`config.mk`:
```
export PLATFORM = sky130hd
export DESIGN_NAME = privsp_ctrl
export DESIGN_NICKNAME = d
export VERILOG_FILES = /design/src/rtl/privsp_pkg.sv /design/src/rtl/privsp_mode.sv /design/src/rtl/privsp_ctrl_reg.sv /design/src/rtl/privsp_sp_bank.sv /design/src/rtl/privsp_ctrl.sv
export SDC_FILE = /design/constraint.sdc
export NUM_CORES = 1
export LEC_CHECK = 0
export CORE_UTILIZATION = 49
export DETAILED_ROUTE_END_ITERATION = 16
export GPL_TIMING_DRIVEN = 0
export PLACE_DENSITY = 0.95
export SLEW_MARGIN = 10
export SYNTH_ARGS = -nofsm -noshare
export SYNTH_HDL_FRONTEND = slang
export SYNTH_SLANG_ARGS = --single-unit
```
`constraint.sdc`:
```
create_clock -name clk -period 6.1 [get_ports clk]
set_clock_uncertainty 0.2 [all_clocks]
set_input_delay 0.61 -clock clk [delete_from_list [all_inputs] [get_ports clk]]
set_output_delay 0.61 -clock clk [all_outputs]
set_load 0.01 [all_outputs]
```
`src/rtl/privsp_pkg.sv`:
```
// Shared types for the privilege and stack-pointer control block.
// Assumes nothing beyond IEEE 1800-2017 packages.
package privsp_pkg;
    typedef enum logic [1:0] {
        SPW_ACTIVE = 2'd0,
        SPW_MAIN   = 2'd1,
        SPW_PROC   = 2'd2,
        SPW_NONE   = 2'd3
    } spw_sel_e;

    localparam int CTRL_W      = 2;
    localparam int CTRL_UNPRIV = 0;
    localparam int CTRL_PSP    = 1;
    localparam int NUM_BANKS   = 2;
endpackage

```
`src/rtl/privsp_mode.sv`:
```
// Execution mode tracker: one flag, set by exception entry, cleared by return.
// Assumes entry/return are single-cycle strobes; nesting depth is handled elsewhere.
module privsp_mode (
    input  logic clk,
    input  logic rst_n,
    input  logic entry_i,
    input  logic return_i,
    output logic handler_o
);
    logic handler_q;

    // Mode register: entry has priority over return in the same cycle.
    always_ff @(posedge clk) begin
        if (!rst_n)        handler_q <= 1'b0;
        else if (entry_i)  handler_q <= 1'b1;
        else if (return_i) handler_q <= 1'b0;
    end

    assign handler_o = handler_q;

    a_r2_entry_wins: assert property (@(posedge clk) disable iff (!rst_n)
        entry_i |=> handler_q);
    a_r2_return_thread: assert property (@(posedge clk) disable iff (!rst_n)
        (return_i && !entry_i) |=> !handler_q);
endmodule

```
`src/rtl/privsp_ctrl_reg.sv`:
```
// Two-bit control register with the no-escalation rule.
// Assumes handler_i reflects the current mode register (same cycle).
module privsp_ctrl_reg
    import privsp_pkg::*;
(
    input  logic              clk,
    input  logic              rst_n,
    input  logic              handler_i,
    input  logic              wr_en_i,
    input  logic [CTRL_W-1:0] wr_data_i,
    output logic [CTRL_W-1:0] ctrl_o,
    output logic              blocked_o
);
    logic [CTRL_W-1:0] ctrl_q;
    logic              unpriv_thread;

    // Unprivileged thread code may not touch the register at all.
    always_comb unpriv_thread = !handler_i && ctrl_q[CTRL_UNPRIV];
    always_comb blocked_o     = wr_en_i && unpriv_thread;

    // Register update: accept only writes made with privilege.
    always_ff @(posedge clk) begin
        if (!rst_n)                   ctrl_q <= '0;
        else if (wr_en_i && !blocked_o) ctrl_q <= wr_data_i;
    end

    assign ctrl_o = ctrl_q;

    a_r6_no_escalate: assert property (@(posedge clk) disable iff (!rst_n)
        (wr_en_i && !handler_i && ctrl_q[CTRL_UNPRIV]) |=> $stable(ctrl_q));
    a_r5_priv_write: assert property (@(posedge clk) disable iff (!rst_n)
        (wr_en_i && (handler_i || !ctrl_q[CTRL_UNPRIV])) |=> (ctrl_q == $past(wr_data_i)));
endmodule

```
`src/rtl/privsp_sp_bank.sv`:
```
// Banked main/process stack-pointer registers with aligned writes,
// active-bank and explicit-bank write selection and a bank read port.
// Assumes psp_sel_i is already forced low in handler mode by the parent.
module privsp_sp_bank
    import privsp_pkg::*;
#(
    parameter int SP_W       = 32,
    parameter int ALIGN_BITS = 2
) (
    input  logic            clk,
    input  logic            rst_n,
    input  logic            unpriv_i,
    input  logic            psp_sel_i,
    input  logic            wr_en_i,
    input  spw_sel_e        wr_sel_i,
    input  logic [SP_W-1:0] wr_data_i,
    input  logic            rd_sel_i,
    output logic [SP_W-1:0] rd_data_o,
    output logic [SP_W-1:0] active_o,
    output logic            blocked_o
);
    localparam logic [SP_W-1:0] KEEP_MASK = {{(SP_W-ALIGN_BITS){1'b1}}, {ALIGN_BITS{1'b0}}};

    logic [SP_W-1:0] bank_q [NUM_BANKS];
    logic [SP_W-1:0] wr_aligned;

    // Word alignment of every written value.
    always_comb wr_aligned = wr_data_i & KEEP_MASK;

    // Dropped writes: reserved select, or explicit bank access without privilege.
    always_comb blocked_o = wr_en_i &&
        ((wr_sel_i == SPW_NONE) ||
         (unpriv_i && (wr_sel_i == SPW_MAIN || wr_sel_i == SPW_PROC)));

    for (genvar g = 0; g < NUM_BANKS; g++) begin : g_bank
        localparam spw_sel_e EXPL = (g == 0) ? SPW_MAIN : SPW_PROC;
        logic hit;

        // Bank g is written via the active select or its own explicit select.
        always_comb hit = wr_en_i &&
            ((wr_sel_i == SPW_ACTIVE && (int'(psp_sel_i) == g)) ||
             (!unpriv_i && wr_sel_i == EXPL));

        // Bank register storage.
        always_ff @(posedge clk) begin
            if (!rst_n)   bank_q[g] <= '0;
            else if (hit) bank_q[g] <= wr_aligned;
        end

        a_r10_aligned: assert property (@(posedge clk) disable iff (!rst_n)
            hit |=> (bank_q[g][ALIGN_BITS-1:0] == '0));
        a_r8_other_stable: assert property (@(posedge clk) disable iff (!rst_n)
            (wr_en_i && wr_sel_i == SPW_ACTIVE && int'(psp_sel_i) == g)
            |=> $stable(bank_q[NUM_BANKS-1-g]));
    end

    assign active_o  = bank_q[psp_sel_i];
    assign rd_data_o = bank_q[rd_sel_i];
endmodule

```
`src/rtl/privsp_ctrl.sv`:
```
// Top: execution mode, effective privilege and banked stack pointer control.
// Assumes exception strobes are one cycle wide and writes are sampled each edge.
module privsp_ctrl
    import privsp_pkg::*;
#(
    parameter int SP_W       = 32,
    parameter int ALIGN_BITS = 2
) (
    input  logic            clk,
    input  logic            rst_n,
    input  logic            exc_entry_i,
    input  logic            exc_return_i,
    input  logic            ctrl_wr_en_i,
    input  logic [1:0]      ctrl_wr_data_i,
    input  logic            sp_wr_en_i,
    input  logic [1:0]      sp_wr_sel_i,
    input  logic [SP_W-1:0] sp_wr_data_i,
    input  logic            sp_rd_sel_i,
    output logic            handler_mode_o,
    output logic            privileged_o,
    output logic [1:0]      ctrl_o,
    output logic            use_psp_o,
    output logic [SP_W-1:0] active_sp_o,
    output logic [SP_W-1:0] sp_rd_data_o,
    output logic            ignored_wr_o
);
    logic              handler;
    logic [CTRL_W-1:0] ctrl;
    logic              unpriv_thread;
    logic              psp_sel;
    logic              ctrl_blocked;
    logic              sp_blocked;

    privsp_mode u_mode (
        .clk       (clk),
        .rst_n     (rst_n),
        .entry_i   (exc_entry_i),
        .return_i  (exc_return_i),
        .handler_o (handler)
    );

    privsp_ctrl_reg u_ctrl (
        .clk       (clk),
        .rst_n     (rst_n),
        .handler_i (handler),
        .wr_en_i   (ctrl_wr_en_i),
        .wr_data_i (ctrl_wr_data_i),
        .ctrl_o    (ctrl),
        .blocked_o (ctrl_blocked)
    );

    // Effective privilege and stack selection: handler forces privileged + main.
    always_comb begin
        unpriv_thread = !handler && ctrl[CTRL_UNPRIV];
        psp_sel       = !handler && ctrl[CTRL_PSP];
    end

    privsp_sp_bank #(.SP_W(SP_W), .ALIGN_BITS(ALIGN_BITS)) u_sp (
        .clk       (clk),
        .rst_n     (rst_n),
        .unpriv_i  (unpriv_thread),
        .psp_sel_i (psp_sel),
        .wr_en_i   (sp_wr_en_i),
        .wr_sel_i  (spw_sel_e'(sp_wr_sel_i)),
        .wr_data_i (sp_wr_data_i),
        .rd_sel_i  (sp_rd_sel_i),
        .rd_data_o (sp_rd_data_o),
        .active_o  (active_sp_o),
        .blocked_o (sp_blocked)
    );

    assign handler_mode_o = handler;
    assign privileged_o   = !unpriv_thread;
    assign ctrl_o         = ctrl;
    assign use_psp_o      = psp_sel;
    assign ignored_wr_o   = ctrl_blocked || sp_blocked;

    a_r3_handler_main: assert property (@(posedge clk) disable iff (!rst_n)
        exc_entry_i |=> (privileged_o && !use_psp_o));
    a_r12_active_value: assert property (@(posedge clk) disable iff (!rst_n)
        (sp_wr_en_i && sp_wr_sel_i == 2'd0) |=> (active_sp_o == ($past(sp_wr_data_i) & {{(SP_W-ALIGN_BITS){1'b1}}, {ALIGN_BITS{1'b0}}}))
        || $past(exc_entry_i) || $past(exc_return_i) || $past(ctrl_wr_en_i));
endmodule

```
==> impl_metrics.ini <==
[clocking]
ctsHtreeMaxLevel = 3
cts_hold_buf = 0
cts_buffers = 9
cts_tree = built
clockBufferDepth = 2
root_buffer = clkbuf_8
clkLatencyLatePin_ns = 0.32
cts_resized = 0
clk_pin_slew_ns = 0.06
post_cts_buffers = 0
clock-sinks = 63

[routing]
vias_per_cell = 5.20
via_count = 2407
drc = 0
wl_um = 7670
drt_iter0_markers = 82
antenna_left = 0
wl_per_cell_um = 16.6
firstDrtPassIters = 4

[critical_path]
crit_arrival_ns = 2.32
crit_family = buffers and inverters
cp_slowest_cell = clkdlybuf4s50_1
slowest_delay_ns = 0.54
crit_chain = clkdlybuf4s50_1 > inv_1 > ha_1 > nand2_1 > a21oi_1 > a21o_1 > clkdlybuf4s50_1
critPathCaptureType = output pin
cp_max_fo = 3
path_buf_inv = 3
path_class = in -> out
path_common_cell = clkdlybuf4s50_1
start_kind = input pin
cp.required_ns = 5.29

[synthesis]
ys_ff_latch = 63
synth_ff_type = edfxtp_1
syn_inst = 263
yosysWarnings = 0
synth_edf_count = 60
seq_area_frac_synth_pct = 56.8
synthArstFlopShare_pct = 0
syn_area_per_cell_um2 = 12.5
syn-cell-area_mm2 = 0.00328
synth.distinct_cells = 23

[global_route]
track_usage_pct = 22.6
grt_pass1_vias = 2537
grt.overflow.total = 0
grt_pass1_wl_um = 12000
antenna_found_initial = 0
grt_max_degree = 31

[floorplanning]
dieArea_mm2 = 0.00702
row_count = 29
coreArea_mm2 = 0.00639
die_w_um = 83.8
io_pins = 113
start_util_pct = 51.3
die_y_um = 83.8

[placed_design]
hpwl_um = 5440
place.gp.congestion = 0.707
numPortBuffers = 104

[timing]
fin_tns_setup_ns = 0
rsz0062_at_grt = no
finalHoldViolations = 0
timing.final.max_slew_violations = 0
period_share_pct = 51.3
final-setup-viol-count = 0
clock.fmax_ghz = 0.320
relSlewSlack_pct = 46.3
layout_min_cycle_time_ns = 3.13
tightest_slew_ns = 0.803

[pwr]
p_leak_nw = 1.79
switching_share_pct = 23.4
clockPowerShare_pct = 33.2
p_sw_w = 0.000267
total_power_w = 0.00114
p_int_w = 0.000871
power_frac_comb_pct = 21.1
powerDensity_mw_per_mm2 = 246
ir_worst_vdd_uv = 168
power_frac_seq_pct = 45.7

[layout]
n_antenna_cell = 0
synthToLayoutAreaGrowth_pct = 41.4
nFillCells = 433
nets = 428
drive_gt1_share_pct = 24.6

[run]
drv_cap = 0

[status]
status = complete, no violations

[min_path]
hold_class = reg -> reg
## through the flow
stage | instances | cell area, um2 | setup slack [ns] | util, % | hold WS (ns)
2_1_floorplan | 266 | 3290 | 3.39 | - | 0.391
3_3_place_gp | 447 | 4420 | 2.38 | 69.3 | 0.370
3_5_place_dp | 447 | 4420 | 2.25 | 69.3 | 0.382
4_1_cts | 463 | 4630 | 2.55 | 72.5 | 0.401
5_1_grt | 463 | 4630 | 2.90 | 72.6 | 0.438
6_report | 463 | 4630 | 2.97 | 72.6 | 0.410
## worst register-to-register path, stage by stage (launching register included)
cell	delay (ns)
dfxtp_1	0.40
and2b_4	0.22
o31ai_4	0.33
buf_6	0.21
nand2_2	0.47
## worst paths after layout
kind / from / to / slack (ns) / cells past startpoint
worst max-delay path: sp_wr_sel_i[0] / ignored_wr_o / 2.97 / 7
worst min-delay path: u_ctrl.ctrl_o[0] / u_ctrl.ctrl_o[0] / 0.41 / 2
worst max register to register: u_ctrl.ctrl_o[1] / u_sp.bank_q[0][6] / 3.81 / 4
worst min register to register: u_ctrl.ctrl_o[0] / u_ctrl.ctrl_o[0] / 0.41 / 2
## sequential cells by signal, summed over array words and instances (netlist names)
register and flops:
u_ctrl.ctrl_o 2, u_mode.handler_o 1, u_sp.bank_q 60
## cell families (layout without fill, tap and decap cells)
kind of cell | after synthesis | count (layout) | share of synthesized area (%)
and+or+nand+nor | 102 | 102 | 12.3
DFF | 63 | 63 | 56.8
muxes | 60 | 60 | 20.6
buffers and inverters | 24 | 144 | 5.54
AOI/OAI and AO/OA | 9 | 9 | 3.02
adders and majority gates | 4 | 4 | 1.53
other | 1 | 4 | 0.114
## routing by layer
metal  GRT usage (%)  up-vias  wire length (um)
li1                -     1143                 -
met1            25.8     1142              3030
met5               0        -                 0
met4            10.8        0               169
met2            40.7      106              4060
met3            4.06       16               415
## synth_stat cells, types with 3 or more instances
library cell,number,area share (%)
nor2b_1,4,0.76
buf_2,4,0.61
nor2_1,60,6.9
buf_6,9,3.1
ha_1,4,1.5
buf_4,5,1.1
mux2_2,60,21
clkbuf_1,3,0.34
nand2_1,35,4.0
inv_1,3,0.34
edfxtp_1,60,55
dfxtp_1,3,1.8
## cell usage in the layout (no fill, tap or decap), types with 2 or more instances in the layout
| cell type | count |
|---|---|
| mux2_2 | 60 |
| ha_1 | 4 |
| inv_1 | 3 |
| clkdlybuf4s50_1 | 104 |
| nor2_1 | 60 |
| clkbuf_8 | 9 |
| conb_1 | 4 |
| clkbuf_1 | 5 |
| nand2_1 | 33 |
| dfxtp_1 | 3 |
| nor2b_1 | 4 |
| clkinv_1 | 2 |
| o21a_1 | 2 |
| buf_4 | 5 |
| a21oi_1 | 2 |
| edfxtp_1 | 60 |
| bufinv_16 | 2 |
| buf_6 | 9 |
| buf_2 | 4 |
| nand2_2 | 2 |
## cell type report
cell class              count  area [um2]  share of cell area (%)
well taps                  77        96.3                    2.08
flip-flops and latches     63        1860                    40.2
clock buffers              11         131                    2.84
plain buffers              21         170                    3.67
multi-input cells         179        1250                    27.0
repair buffers            104        1040                    22.5
clock inverters             5        72.6                    1.57
inverters                   3        11.3                   0.243
## power groups by stage
stage / logic, W / registers (W) / clock network, W
global placement: 0.000233 / 0.000527 / 0
finish: 0.000240 / 0.000521 / 0.000378
CTS: 0.000241 / 0.000521 / 0.000382
detailed placement: 0.000240 / 0.000530 / 0
global route: 0.000255 / 0.000524 / 0.000402
floorplan: 0.000116 / 0.000525 / 0
Note: power is estimated with default switching activity, not from simulation.
